[config.mk]
export PLATFORM = sky130hd
export DESIGN_NAME = key_vault
export DESIGN_NICKNAME = d
export VERILOG_FILES = /design/src/rtl/kv_pkg.sv /design/src/rtl/kv_ctrl.sv /design/src/rtl/kv_store.sv /design/src/rtl/kv_irq.sv /design/src/rtl/key_vault.sv
export SDC_FILE = /design/constraint.sdc
export NUM_CORES = 2
export LEC_CHECK = 0
export ABC_AREA = 1
export BUFFER_PORTS_ARGS = -buffer_cell sky130_fd_sc_hd__buf_4
export CORE_MARGIN = 10
export CORE_UTILIZATION = 45
export DETAILED_ROUTE_END_ITERATION = 7
export GPL_ROUTABILITY_DRIVEN = 0
export PLACE_DENSITY = 0.65
export SYNTH_ARGS = -nofsm -noshare
export SYNTH_HDL_FRONTEND = slang
export SYNTH_SLANG_ARGS = --single-unit
[constraint.sdc]
create_clock -name clk -period 5.8 [get_ports clk]
set_clock_uncertainty 0.15 [all_clocks]
set_input_delay 1.16 -clock clk [delete_from_list [all_inputs] [get_ports clk]]
set_output_delay 1.16 -clock clk [all_outputs]
set_load 0.02 [all_outputs]
[src/rtl/kv_pkg.sv]
package kv_pkg;
    localparam logic [2:0] A_SEL    = 3'd0;
    localparam logic [2:0] A_KSIZE  = 3'd1;
    localparam logic [2:0] A_WAREA  = 3'd2;
    localparam logic [2:0] A_WRIT   = 3'd3;
    localparam logic [2:0] A_LEN    = 3'd4;
    localparam logic [2:0] A_STAT   = 3'd5;
    localparam logic [2:0] A_CLR    = 3'd6;
    localparam logic [2:0] A_ICFG   = 3'd7;

    localparam int ST_RES  = 0;
    localparam int ST_DONE = 1;
    localparam int ST_ERR  = 2;
    localparam int ST_W    = 3;

    typedef enum logic [1:0] {
        KS_NONE = 2'd0,
        KS_128  = 2'd1,
        KS_192  = 2'd2,
        KS_256  = 2'd3
    } ksize_e;

    function automatic int unsigned first_set(input logic [31:0] m);
        int unsigned r;
        r = 0;
        for (int i = 31; i >= 0; i--) begin
            if (m[i]) r = i;
        end
        return r;
    endfunction

    function automatic int unsigned ones(input logic [31:0] m);
        int unsigned r;
        r = 0;
        for (int i = 0; i < 32; i++) begin
            r += m[i];
        end
        return r;
    endfunction
endpackage

[src/rtl/kv_ctrl.sv]
module kv_ctrl
    import kv_pkg::*;
#(
    parameter int N_AREAS = 8,
    parameter int AREA_W  = 128,
    parameter int WORD_W  = 32,
    parameter int LEN_W   = 12
) (
    input  logic                       clk,
    input  logic                       rst_n,
    input  logic                       reg_we,
    input  logic [2:0]                 reg_addr,
    input  logic [31:0]                reg_wdata,
    output logic [31:0]                reg_rdata,
    input  logic                       kin_valid,
    input  logic [WORD_W-1:0]          kin_data,
    output logic                       st_wr_en,
    output logic [$clog2(N_AREAS)-1:0] st_wr_area,
    output logic [$clog2(AREA_W/WORD_W)-1:0] st_wr_word,
    output logic [WORD_W-1:0]          st_wr_data,
    output logic                       st_erase,
    output ksize_e                     ksize,
    output logic [N_AREAS-1:0]         written,
    output logic [ST_W-1:0]            stat,
    output logic [ST_W-1:0]            ien,
    output logic                       level
);
    localparam int AIDX_W = $clog2(N_AREAS);
    localparam int WPA    = AREA_W / WORD_W;
    localparam int WIDX_W = $clog2(WPA);
    localparam int BPA    = AREA_W / 8;

    typedef struct packed {
        logic               sel;
        ksize_e             ksize;
        logic [N_AREAS-1:0] warea;
        logic [N_AREAS-1:0] written;
        logic [N_AREAS-1:0] load_mask;
        logic [N_AREAS-1:0] remain;
        logic [ST_W-1:0]    stat;
        logic [ST_W-1:0]    ien;
        logic               level;
        logic               loading;
        logic [WIDX_W-1:0]  widx;
    } ctrl_t;

    ctrl_t s_q, s_d;

    logic [AIDX_W-1:0] cur_area;
    logic              req_ok;
    logic              pairs_ok;
    logic              unused_wdata;

    assign unused_wdata = ^reg_wdata[31:9];

    always_comb begin
        pairs_ok = 1'b1;
        for (int i = 0; i < N_AREAS / 2; i++) begin
            if (s_q.warea[2*i] != s_q.warea[2*i+1]) pairs_ok = 1'b0;
        end
        req_ok = (s_q.warea != '0)
              && (s_q.ksize == KS_128 || pairs_ok)
              && (reg_wdata[LEN_W-1:0] == LEN_W'(ones(32'(s_q.warea)) * BPA));
        cur_area = AIDX_W'(first_set(32'(s_q.remain)));
    end

    always_comb begin
        s_d        = s_q;
        st_erase   = 1'b0;
        st_wr_en   = s_q.loading & kin_valid;
        st_wr_area = cur_area;
        st_wr_word = s_q.widx;
        st_wr_data = kin_data;
        if (s_q.ksize == KS_192 && cur_area[0] && (int'(s_q.widx) >= WPA / 2))
            st_wr_data = '0;

        if (reg_we) begin
            unique case (reg_addr)
                A_SEL:   s_d.sel = reg_wdata[0];
                A_KSIZE: begin
                    if (!s_q.loading && reg_wdata[1:0] != 2'd0
                        && ksize_e'(reg_wdata[1:0]) != s_q.ksize) begin
                        s_d.ksize   = ksize_e'(reg_wdata[1:0]);
                        s_d.written = '0;
                        st_erase    = 1'b1;
                    end
                end
                A_WAREA: s_d.warea = reg_wdata[N_AREAS-1:0];
                A_WRIT:  s_d.written = s_q.written & ~reg_wdata[N_AREAS-1:0];
                A_LEN: begin
                    if (s_q.sel && !s_q.loading) begin
                        if (req_ok) begin
                            s_d.loading   = 1'b1;
                            s_d.remain    = s_q.warea;
                            s_d.load_mask = s_q.warea;
                            s_d.widx      = '0;
                        end else begin
                            s_d.stat[ST_ERR] = 1'b1;
                            s_d.stat[ST_RES] = 1'b1;
                        end
                    end
                end
                A_CLR:   s_d.stat = s_q.stat & ~reg_wdata[ST_W-1:0];
                A_ICFG: begin
                    s_d.ien   = reg_wdata[ST_W-1:0];
                    s_d.level = reg_wdata[8];
                end
                default: ;
            endcase
        end

        if (st_wr_en) begin
            s_d.widx = s_q.widx + 1'b1;
            if (s_q.widx == WIDX_W'(WPA - 1)) begin
                s_d.remain = s_q.remain & ~(N_AREAS'(1) << cur_area);
                if (s_d.remain == '0) begin
                    s_d.loading       = 1'b0;
                    s_d.stat[ST_RES]  = 1'b1;
                    s_d.stat[ST_DONE] = 1'b1;
                    s_d.written       = s_d.written | s_q.load_mask;
                end
            end
        end
    end

    always_ff @(posedge clk or negedge rst_n) begin
        if (!rst_n) begin
            s_q       <= '0;
            s_q.ksize <= KS_128;
        end else begin
            s_q <= s_d;
        end
    end

    always_comb begin
        reg_rdata = '0;
        unique case (reg_addr)
            A_SEL:   reg_rdata = 32'(s_q.sel);
            A_KSIZE: reg_rdata = 32'(s_q.ksize);
            A_WAREA: reg_rdata = 32'(s_q.warea);
            A_WRIT:  reg_rdata = 32'(s_q.written);
            A_STAT:  reg_rdata = 32'(s_q.stat);
            A_ICFG:  reg_rdata = {23'd0, s_q.level, 5'd0, s_q.ien};
            default: reg_rdata = '0;
        endcase
    end

    assign ksize   = s_q.ksize;
    assign written = s_q.written;
    assign stat    = s_q.stat;
    assign ien     = s_q.ien;
    assign level   = s_q.level;

    assert_done_marks_R7: assert property (@(posedge clk) disable iff (!rst_n)
        $rose(s_q.stat[ST_DONE]) |-> ((s_q.written & s_q.load_mask) == s_q.load_mask));

    assert_err_keeps_written_R8: assert property (@(posedge clk) disable iff (!rst_n)
        $rose(s_q.stat[ST_ERR]) |-> $stable(s_q.written));

    assert_len_gated_R2: assert property (@(posedge clk) disable iff (!rst_n)
        (reg_we && reg_addr == A_LEN && !s_q.sel && !s_q.loading)
        |=> (!s_q.loading && $stable(s_q.stat)));
endmodule

[src/rtl/kv_store.sv]
module kv_store
    import kv_pkg::*;
#(
    parameter int N_AREAS = 8,
    parameter int AREA_W  = 128,
    parameter int WORD_W  = 32
) (
    input  logic                       clk,
    input  logic                       rst_n,
    input  logic                       wr_en,
    input  logic [$clog2(N_AREAS)-1:0] wr_area,
    input  logic [$clog2(AREA_W/WORD_W)-1:0] wr_word,
    input  logic [WORD_W-1:0]          wr_data,
    input  logic                       erase,
    input  ksize_e                     ksize,
    input  logic [N_AREAS-1:0]         written,
    input  logic                       kr_req,
    input  logic [$clog2(N_AREAS)-1:0] kr_area,
    output logic [2*AREA_W-1:0]        kr_data,
    output logic                       kr_valid
);
    localparam int AIDX_W = $clog2(N_AREAS);

    typedef struct packed {
        logic [N_AREAS-1:0][AREA_W-1:0] mem;
        logic [2*AREA_W-1:0]            rdata;
        logic                           rvalid;
    } store_t;

    store_t s_q, s_d;
    logic [AIDX_W-1:0] base, upper;
    logic              any_nz;

    always_comb begin
        s_d    = s_q;
        base   = {kr_area[AIDX_W-1:1], 1'b0};
        upper  = {kr_area[AIDX_W-1:1], 1'b1};
        if (erase) begin
            s_d.mem = '0;
        end else if (wr_en) begin
            s_d.mem[wr_area][wr_word*WORD_W +: WORD_W] = wr_data;
        end
        s_d.rvalid = 1'b0;
        if (kr_req) begin
            if (ksize == KS_128) begin
                s_d.rdata  = {{AREA_W{1'b0}}, s_q.mem[kr_area]};
                s_d.rvalid = written[kr_area];
            end else begin
                s_d.rdata  = {s_q.mem[upper], s_q.mem[base]};
                s_d.rvalid = written[base] & written[upper];
            end
        end
    end

    always_ff @(posedge clk or negedge rst_n) begin
        if (!rst_n) s_q <= '0;
        else        s_q <= s_d;
    end

    assign kr_data  = s_q.rdata;
    assign kr_valid = s_q.rvalid;

    always_comb begin
        any_nz = 1'b0;
        for (int i = 0; i < N_AREAS; i++) any_nz |= (|s_q.mem[i]);
    end

    assert_erase_clears_R3: assert property (@(posedge clk) disable iff (!rst_n)
        erase |=> !any_nz);

    assert_read_latency_R11: assert property (@(posedge clk) disable iff (!rst_n)
        kr_valid |-> $past(kr_req));
endmodule

[src/rtl/kv_irq.sv]
module kv_irq
    import kv_pkg::*;
(
    input  logic            clk,
    input  logic            rst_n,
    input  logic [ST_W-1:0] stat,
    input  logic [ST_W-1:0] ien,
    input  logic            level,
    output logic            irq
);
    typedef struct packed {
        logic prev;
    } irq_t;

    irq_t s_q, s_d;
    logic any;

    always_comb begin
        any      = |(stat & ien);
        s_d.prev = any;
        irq      = level ? any : (any & ~s_q.prev);
    end

    always_ff @(posedge clk or negedge rst_n) begin
        if (!rst_n) s_q <= '0;
        else        s_q <= s_d;
    end

    assert_pulse_single_R10: assert property (@(posedge clk) disable iff (!rst_n)
        (!level && irq) |=> (!irq || level));
endmodule

[src/rtl/key_vault.sv]
module key_vault
    import kv_pkg::*;
#(
    parameter int N_AREAS = 8,
    parameter int AREA_W  = 128,
    parameter int WORD_W  = 32,
    parameter int LEN_W   = 12
) (
    input  logic                       clk,
    input  logic                       rst_n,
    input  logic                       reg_we,
    input  logic [2:0]                 reg_addr,
    input  logic [31:0]                reg_wdata,
    output logic [31:0]                reg_rdata,
    input  logic                       kin_valid,
    input  logic [WORD_W-1:0]          kin_data,
    input  logic                       kr_req,
    input  logic [$clog2(N_AREAS)-1:0] kr_area,
    output logic [2*AREA_W-1:0]        kr_data,
    output logic                       kr_valid,
    output logic                       irq
);
    localparam int AIDX_W = $clog2(N_AREAS);
    localparam int WIDX_W = $clog2(AREA_W / WORD_W);

    logic               wr_en, erase, level;
    logic [AIDX_W-1:0]  wr_area;
    logic [WIDX_W-1:0]  wr_word;
    logic [WORD_W-1:0]  wr_data;
    ksize_e             ksize;
    logic [N_AREAS-1:0] written;
    logic [ST_W-1:0]    stat, ien;

    kv_ctrl #(.N_AREAS(N_AREAS), .AREA_W(AREA_W), .WORD_W(WORD_W), .LEN_W(LEN_W)) u_ctrl (
        .clk(clk), .rst_n(rst_n),
        .reg_we(reg_we), .reg_addr(reg_addr), .reg_wdata(reg_wdata), .reg_rdata(reg_rdata),
        .kin_valid(kin_valid), .kin_data(kin_data),
        .st_wr_en(wr_en), .st_wr_area(wr_area), .st_wr_word(wr_word), .st_wr_data(wr_data),
        .st_erase(erase), .ksize(ksize), .written(written),
        .stat(stat), .ien(ien), .level(level)
    );

    kv_store #(.N_AREAS(N_AREAS), .AREA_W(AREA_W), .WORD_W(WORD_W)) u_store (
        .clk(clk), .rst_n(rst_n),
        .wr_en(wr_en), .wr_area(wr_area), .wr_word(wr_word), .wr_data(wr_data),
        .erase(erase), .ksize(ksize), .written(written),
        .kr_req(kr_req), .kr_area(kr_area), .kr_data(kr_data), .kr_valid(kr_valid)
    );

    kv_irq u_irq (
        .clk(clk), .rst_n(rst_n), .stat(stat), .ien(ien), .level(level), .irq(irq)
    );
endmodule

# After elaboration in Yosys (flattened, before gate mapping)
# Index checks and enable logic that the tools add are counted.
# op_classes
n_eq_ne,18
addsub,9
n_mux,64
shifts,3
order_cmp,6
reduce_logical,28
n_bitwise,12
# op_table
cell,n
1024-bit 2-to-1 mux,2
1024-bit bitwise mux,1
128-bit binary-select mux with 2-bit select,2
128-bit 2-to-1 mux,4
128-bit binary-select mux with 3-bit select,1
128-bit demux with 3-bit select,1
257-bit 2-to-1 mux,1
32-bit by 34-bit variable shift with 128-bit output (first input constant),1
32-bit by 34-bit indexed part select with 128-bit output,1
9-bit one-hot mux with 6 select lines,1
8-bit 2-to-1 mux,6
8-bit by 1-bit adder with 8-bit output,5
3-bit 2-to-1 mux,12
34-bit 2-to-1 mux,1
7-bit negation with 34-bit output,1
16-bit 2-to-1 mux,2
32-bit 2-to-1 mux,1
1-bit 2-to-1 mux,18
17-bit 2-to-1 mux,1
8-bit AND,2
3-bit by 4-bit < comparator with 1-bit output (second input constant),4
8-bit NOT,2
8-bit one-hot mux with 2 select lines,1
2-bit nonzero test,7
36 further kinds,62
# word_totals
wordCells,163
out_inout_bits,290
reg_bits,1327

# Logic depth before layout (Yosys ltp)
# depth
word_depth,17
mapped_depth,19

# Hierarchy
# From an unflattened synthesis, not the netlist that was laid out.
# hier_totals
hier_cells,9094
area_unflattened_um2,67227.0
# modules_own_cells
mod,area_each_um2,cells_per_inst,seq_area_each_um2,instances
kv_store,63756.1,8600,32055.7,1
kv_ctrl,3407.0,485,1127.3,1
kv_irq,63.8,9,25.0,1

# Least setup slack after synthesis
# OpenSTA, ideal clock, no wires.
# synth_path
path_type,register to register
from,reg u_ctrl.s_q[34] (netlist bit)
to,"reg u_ctrl.s_q, in the netlist u_ctrl.st_wr_word[0]"
synth_period_minus_slack_ns,4.066
t_required_ns,5.501
path_slack_ns,1.734
path_buffers,1
stages_incl_launch_ff,19
t_arrival_ns,3.767
cell_sequence,dfrtp_1 -> inv_1 -> fa_1 -> fa_1 -> fa_1 -> inv_1 -> ha_1 -> inv_1 -> fa_1 -> inv_1 -> nand2_1 -> nand2_1 -> nor2_1 -> nand2_1 -> nor2_1 -> nand3_2 -> buf_2 -> nand2_1 -> o21ai_0
# synth_between
elab_chain_cells,11
word_cells_on_any_way,19
# synth_lines
element,line,source
start: declaration,kv_ctrl.sv:47,"ctrl_t s_q, s_d;"
1-bit by 1-bit adder with 2-bit output,kv_pkg.sv:36,r += m[i];
2-bit by 1-bit adder with 3-bit output,kv_pkg.sv:36,
8-bit by 1-bit adder with 8-bit output (5 in a row),kv_pkg.sv:36,
12-bit equality test,kv_ctrl.sv:63,&& (reg_wdata[LEN_W-1:0] == LEN_W'(ones(32'(s_q.warea)) * BPA));
1-bit logical AND *,kv_ctrl.sv:63,
2-bit nonzero test (no source line) *,n/a,
4-bit AND reduction (no source line) *,n/a,
# Mark *: on every way between the ends. The rest lies on a longest branch, timed or not.
# A chain may end at the register's enable or synchronous reset.

==> run_results.csv <==
group,metric,value,unit
sta,setup_viol,0,
sta,fmax,0.212,GHz
worst_setup_path,critical_path.slowest_cell,"fa_1",
routing,drt-total-wl,213000,um
clock_tree,cts_made_buffers,145,
cells_and_area,num-fill-cells,13200,
cells_and_area,drive_above_1_share,0.105,
clock_tree,clock_path_buffers,3,
placed_design,io_buffers,321,
global_routing,grt_pass1_vias,52300,
sta,fin_crit,4.73,ns
clock_tree,insertion_delay,0.79,ns
synth,synth_seq_cells,1327,
power,power,0.0298,W
worst_setup_path,crit_chain,"inv_1, fa_1, fa_1, fa_1, inv_1, ha_1, inv_1, fa_1, inv_1, nand2_1, nand2_1, nor2_1, nand2_1, nor2_1, nand3_2, nand2_1, nand3_1, nand2_1, inv_1",
worst_setup_path,r2r-start,"u_ctrl.s_q[34]$_DFFE_PN0P_",
sta,slew_headroom,0.197,
floorplanning,die_y,395,um
floorplanning,initial_core_util,0.453,
sta,setup-tns-final,0,ns
routing,avgRoutedWirePerCell,23.1,um
worst_setup_path,required,6.32,ns
worst_setup_path,startpoint_type,"flop",
cells_and_area,syn_to_final_growth,10.1,%
hold_path,hold_path_class,"input pin to async pin",
synth,async_flop_share,1.00,
global_routing,globalRoute.totalOverflow,0,
routing,drt-initial-drc-count,6474,
cells_and_area,final_nets,7341,
clock_tree,clock-sinks,1327,
sta,slew_viol_final,0,
synth,netlist_area,63100,sq um
clock_tree,cts_resized,0,
floorplanning,dieWidth,395,um
floorplanning,ios,365,
synth,synth_cell_types,44,
routing,dr_total_vias,54400,
clock_tree,cts_tree,"yes",
floorplanning,rows,137,
global_routing,grt_first_pass_wirelength,327000,um
power,p_leak,33.2,nW
worst_setup_path,crit_start,"u_ctrl.s_q[34]$_DFFE_PN0P_",
synth,ys.flop_type,"dfrtp_1",
routing,viasPerCell,5.88,
synth,synth-edff-count,0,
cells_and_area,area.sequential,33200,sq um
run_status,status,"completed",
worst_setup_path,end_kind,"flop",
worst_setup_path,cp_max_fo,18,
global_routing,track_usage,0.266,
clock_tree,clkTransAtPathRegs,0.06,ns
routing,drc,0,
clock_tree,cts_setup_buffers,0,
floorplanning,dieArea,156000,sq um
routing,postRouteAntennaNets,0,
power,peakVddDrop,0.697,mV
cells_and_area,multi_input_area,24100,sq um
sta,worst_pin_slew,1.20,ns
worst_setup_path,arrival,5.25,ns
clock_tree,clockRootBuffer,"clkbuf_16",
synth,postSynthAreaPerCell,8.34,sq um
synth,synth_cells,7575,
placed_design,hpwlAfterDp,123000,um
run,maxCapViolations,0,
worst_setup_path,worst-setup-path-type,"flop to flop",
clock_tree,hold_buffers,0,
clock_tree,cts-htree-levels,4,
floorplanning,coreArea,140000,sq um
sta,period_share,0.815,
routing,first_pass_iters,6,
global_routing,grt_max_degree,223,
power,powerDensity,429,nW/um^2
worst_setup_path,max_stage_delay,0.57,ns
synth,synth-seq-area-share,0.526,
synth,ys_warn_count,0,
global_routing,antenna_found_initial,16,
sta,hold_viol,0,
sta,rsz0062_at_grt,"false",
layout make-up:
class	instances	share of cell area
clock buffer	220	0.0628
tap	1876	0.0338
sequential	1327	0.478
clock inverter	40	0.00781
multi-input combinational	4994	0.347
inverter	365	0.0200
antenna	5	0.000180
timing repair buffer	417	0.0506
sequential cells by signal, indices dropped and copies added, names as in the netlist, 2 cells and up:
register           cells
u_store.s_q         1024
u_store.kr_data      256
u_ctrl.s_q            26
u_ctrl.written         8
u_ctrl.ien             3
u_ctrl.stat            3
u_ctrl.ksize           2
u_ctrl.st_wr_word      2
per-layer routing:
metal,global-route usage,routed length (um),vias to the layer above
met3,0.0585,19200,459
met4,0.137,10900,22
met5,0,134,-
met1,0.357,86900,26800
li1,-,-,24500
met2,0.403,96000,2540
report_power, final:
part / switching [W] / total (W) / internal, W
logic: 0.00612 / 0.00844 / 0.00233
registers: 0.000925 / 0.0118 / 0.0109
clock network: 0.00393 / 0.00958 / 0.00565
critical path, delay by kind of cell, from the launching register on:
| kind | cells | cell delay [ns] |
|---|---|---|
| buffers and inverters | 5 | 0.33 |
| AND/OR/NAND/NOR | 9 | 1.60 |
| flip-flops | 1 | 0.38 |
| adder cells (fa/ha/maj) | 5 | 2.16 |
kinds of logic (layout without fill, tap and decap cells):
group / count (synthesis) / after routing / share of synthesized area
flops: 1327 / 1327 / 0.526
fa+ha+maj: 16 / 16 / 0.00365
other cells: 1 / 28 / 0.0000594
buf+inv: 1276 / 1042 / 0.0955
mux: 1 / 1 / 0.000178
xor+xnor: 4 / 4 / 0.000555
compound gates: 1816 / 1816 / 0.162
simple gates: 3134 / 3134 / 0.212
layout by cell type, fill, tap and decap left out, types with 26 or more instances in the layout:
cell	instances
clkbuf_8	35
inv_1	338
o22a_1	128
buf_4	386
buf_12	26
o21ai_0	952
clkbuf_16	150
o211ai_1	130
a21oi_1	143
nand2_1	1405
o21ai_1	197
dfrtp_1	1326
nand4_1	40
o22ai_1	257
nand3_1	992
clkbuf_1	35
nor2_1	585
nor2_2	55
synthesized netlist by cell type, types with 2 or more instances:
cell type  number  share of area
buf_2         139          0.011
nor3_1         12        0.00095
a21oi_1       143          0.011
nor2_4          2        0.00036
nor2_1        595          0.035
inv_2          22         0.0013
nand3_2         3        0.00048
o22a_1        128          0.018
xnor2_1         2        0.00028
dfrtp_1      1326           0.53
buf_1          41         0.0024
a21oi_2         3        0.00042
ha_1           12         0.0024
o21ai_0       952          0.075
or2_2           2        0.00020
nor2_2         49         0.0049
clkbuf_2        2        0.00016
nand2_1      1419          0.084
nor3_2          4        0.00063
xor2_1          2        0.00028
o2111ai_1       2        0.00028
buf_4         280          0.033
o211ai_1      130          0.015
buf_6           2        0.00036
clkbuf_1      447          0.027
o21ai_1       197          0.016
fa_1            4         0.0013
nor3b_1         2        0.00024
o22ai_1       257          0.025
clkinv_1        2        0.00012
nand4_1        40         0.0040
nand2_2         8        0.00079
nand3b_1        2        0.00024
nand3_1       993          0.079
nand4_2         2        0.00040
inv_1         341          0.020
through the flow:
stage	instances	cell area [sq um]	hold slack (ns)	setup WS, ns	util
global route	9243	69500	0.262	0.759	0.498
global placement	8978	64600	0.307	1.11	0.463
finish	9244	69500	0.227	1.07	0.498
CTS	9239	69500	0.212	1.11	0.498
floorplan	7597	63200	0.293	1.73	-
detailed placement	8979	64600	0.310	1.15	0.463
path summary, 6_finish.rpt:
| check | slack (ns) | endpoint | cells past startpoint |
|---|---|---|---|
| setup / recovery | 1.07 | u_ctrl.s_q[11]$_DFF_PN0_ | 19 |
| hold / removal | 0.23 | u_store.kr_data[91]$_DFFE_PN0P_ | 1 |
| min in group clk | 0.32 | u_store.s_q[812]$_DFFE_PN0P_ | 2 |
| setup reg to reg | 1.07 | u_ctrl.s_q[11]$_DFF_PN0_ | 19 |
| hold reg to reg | 0.32 | u_store.s_q[812]$_DFFE_PN0P_ | 2 |
| max in group asynchronous | 3.87 | u_store.s_q[429]$_DFFE_PN0P_ | 3 |
Note: power is estimated with default switching activity, not from simulation.
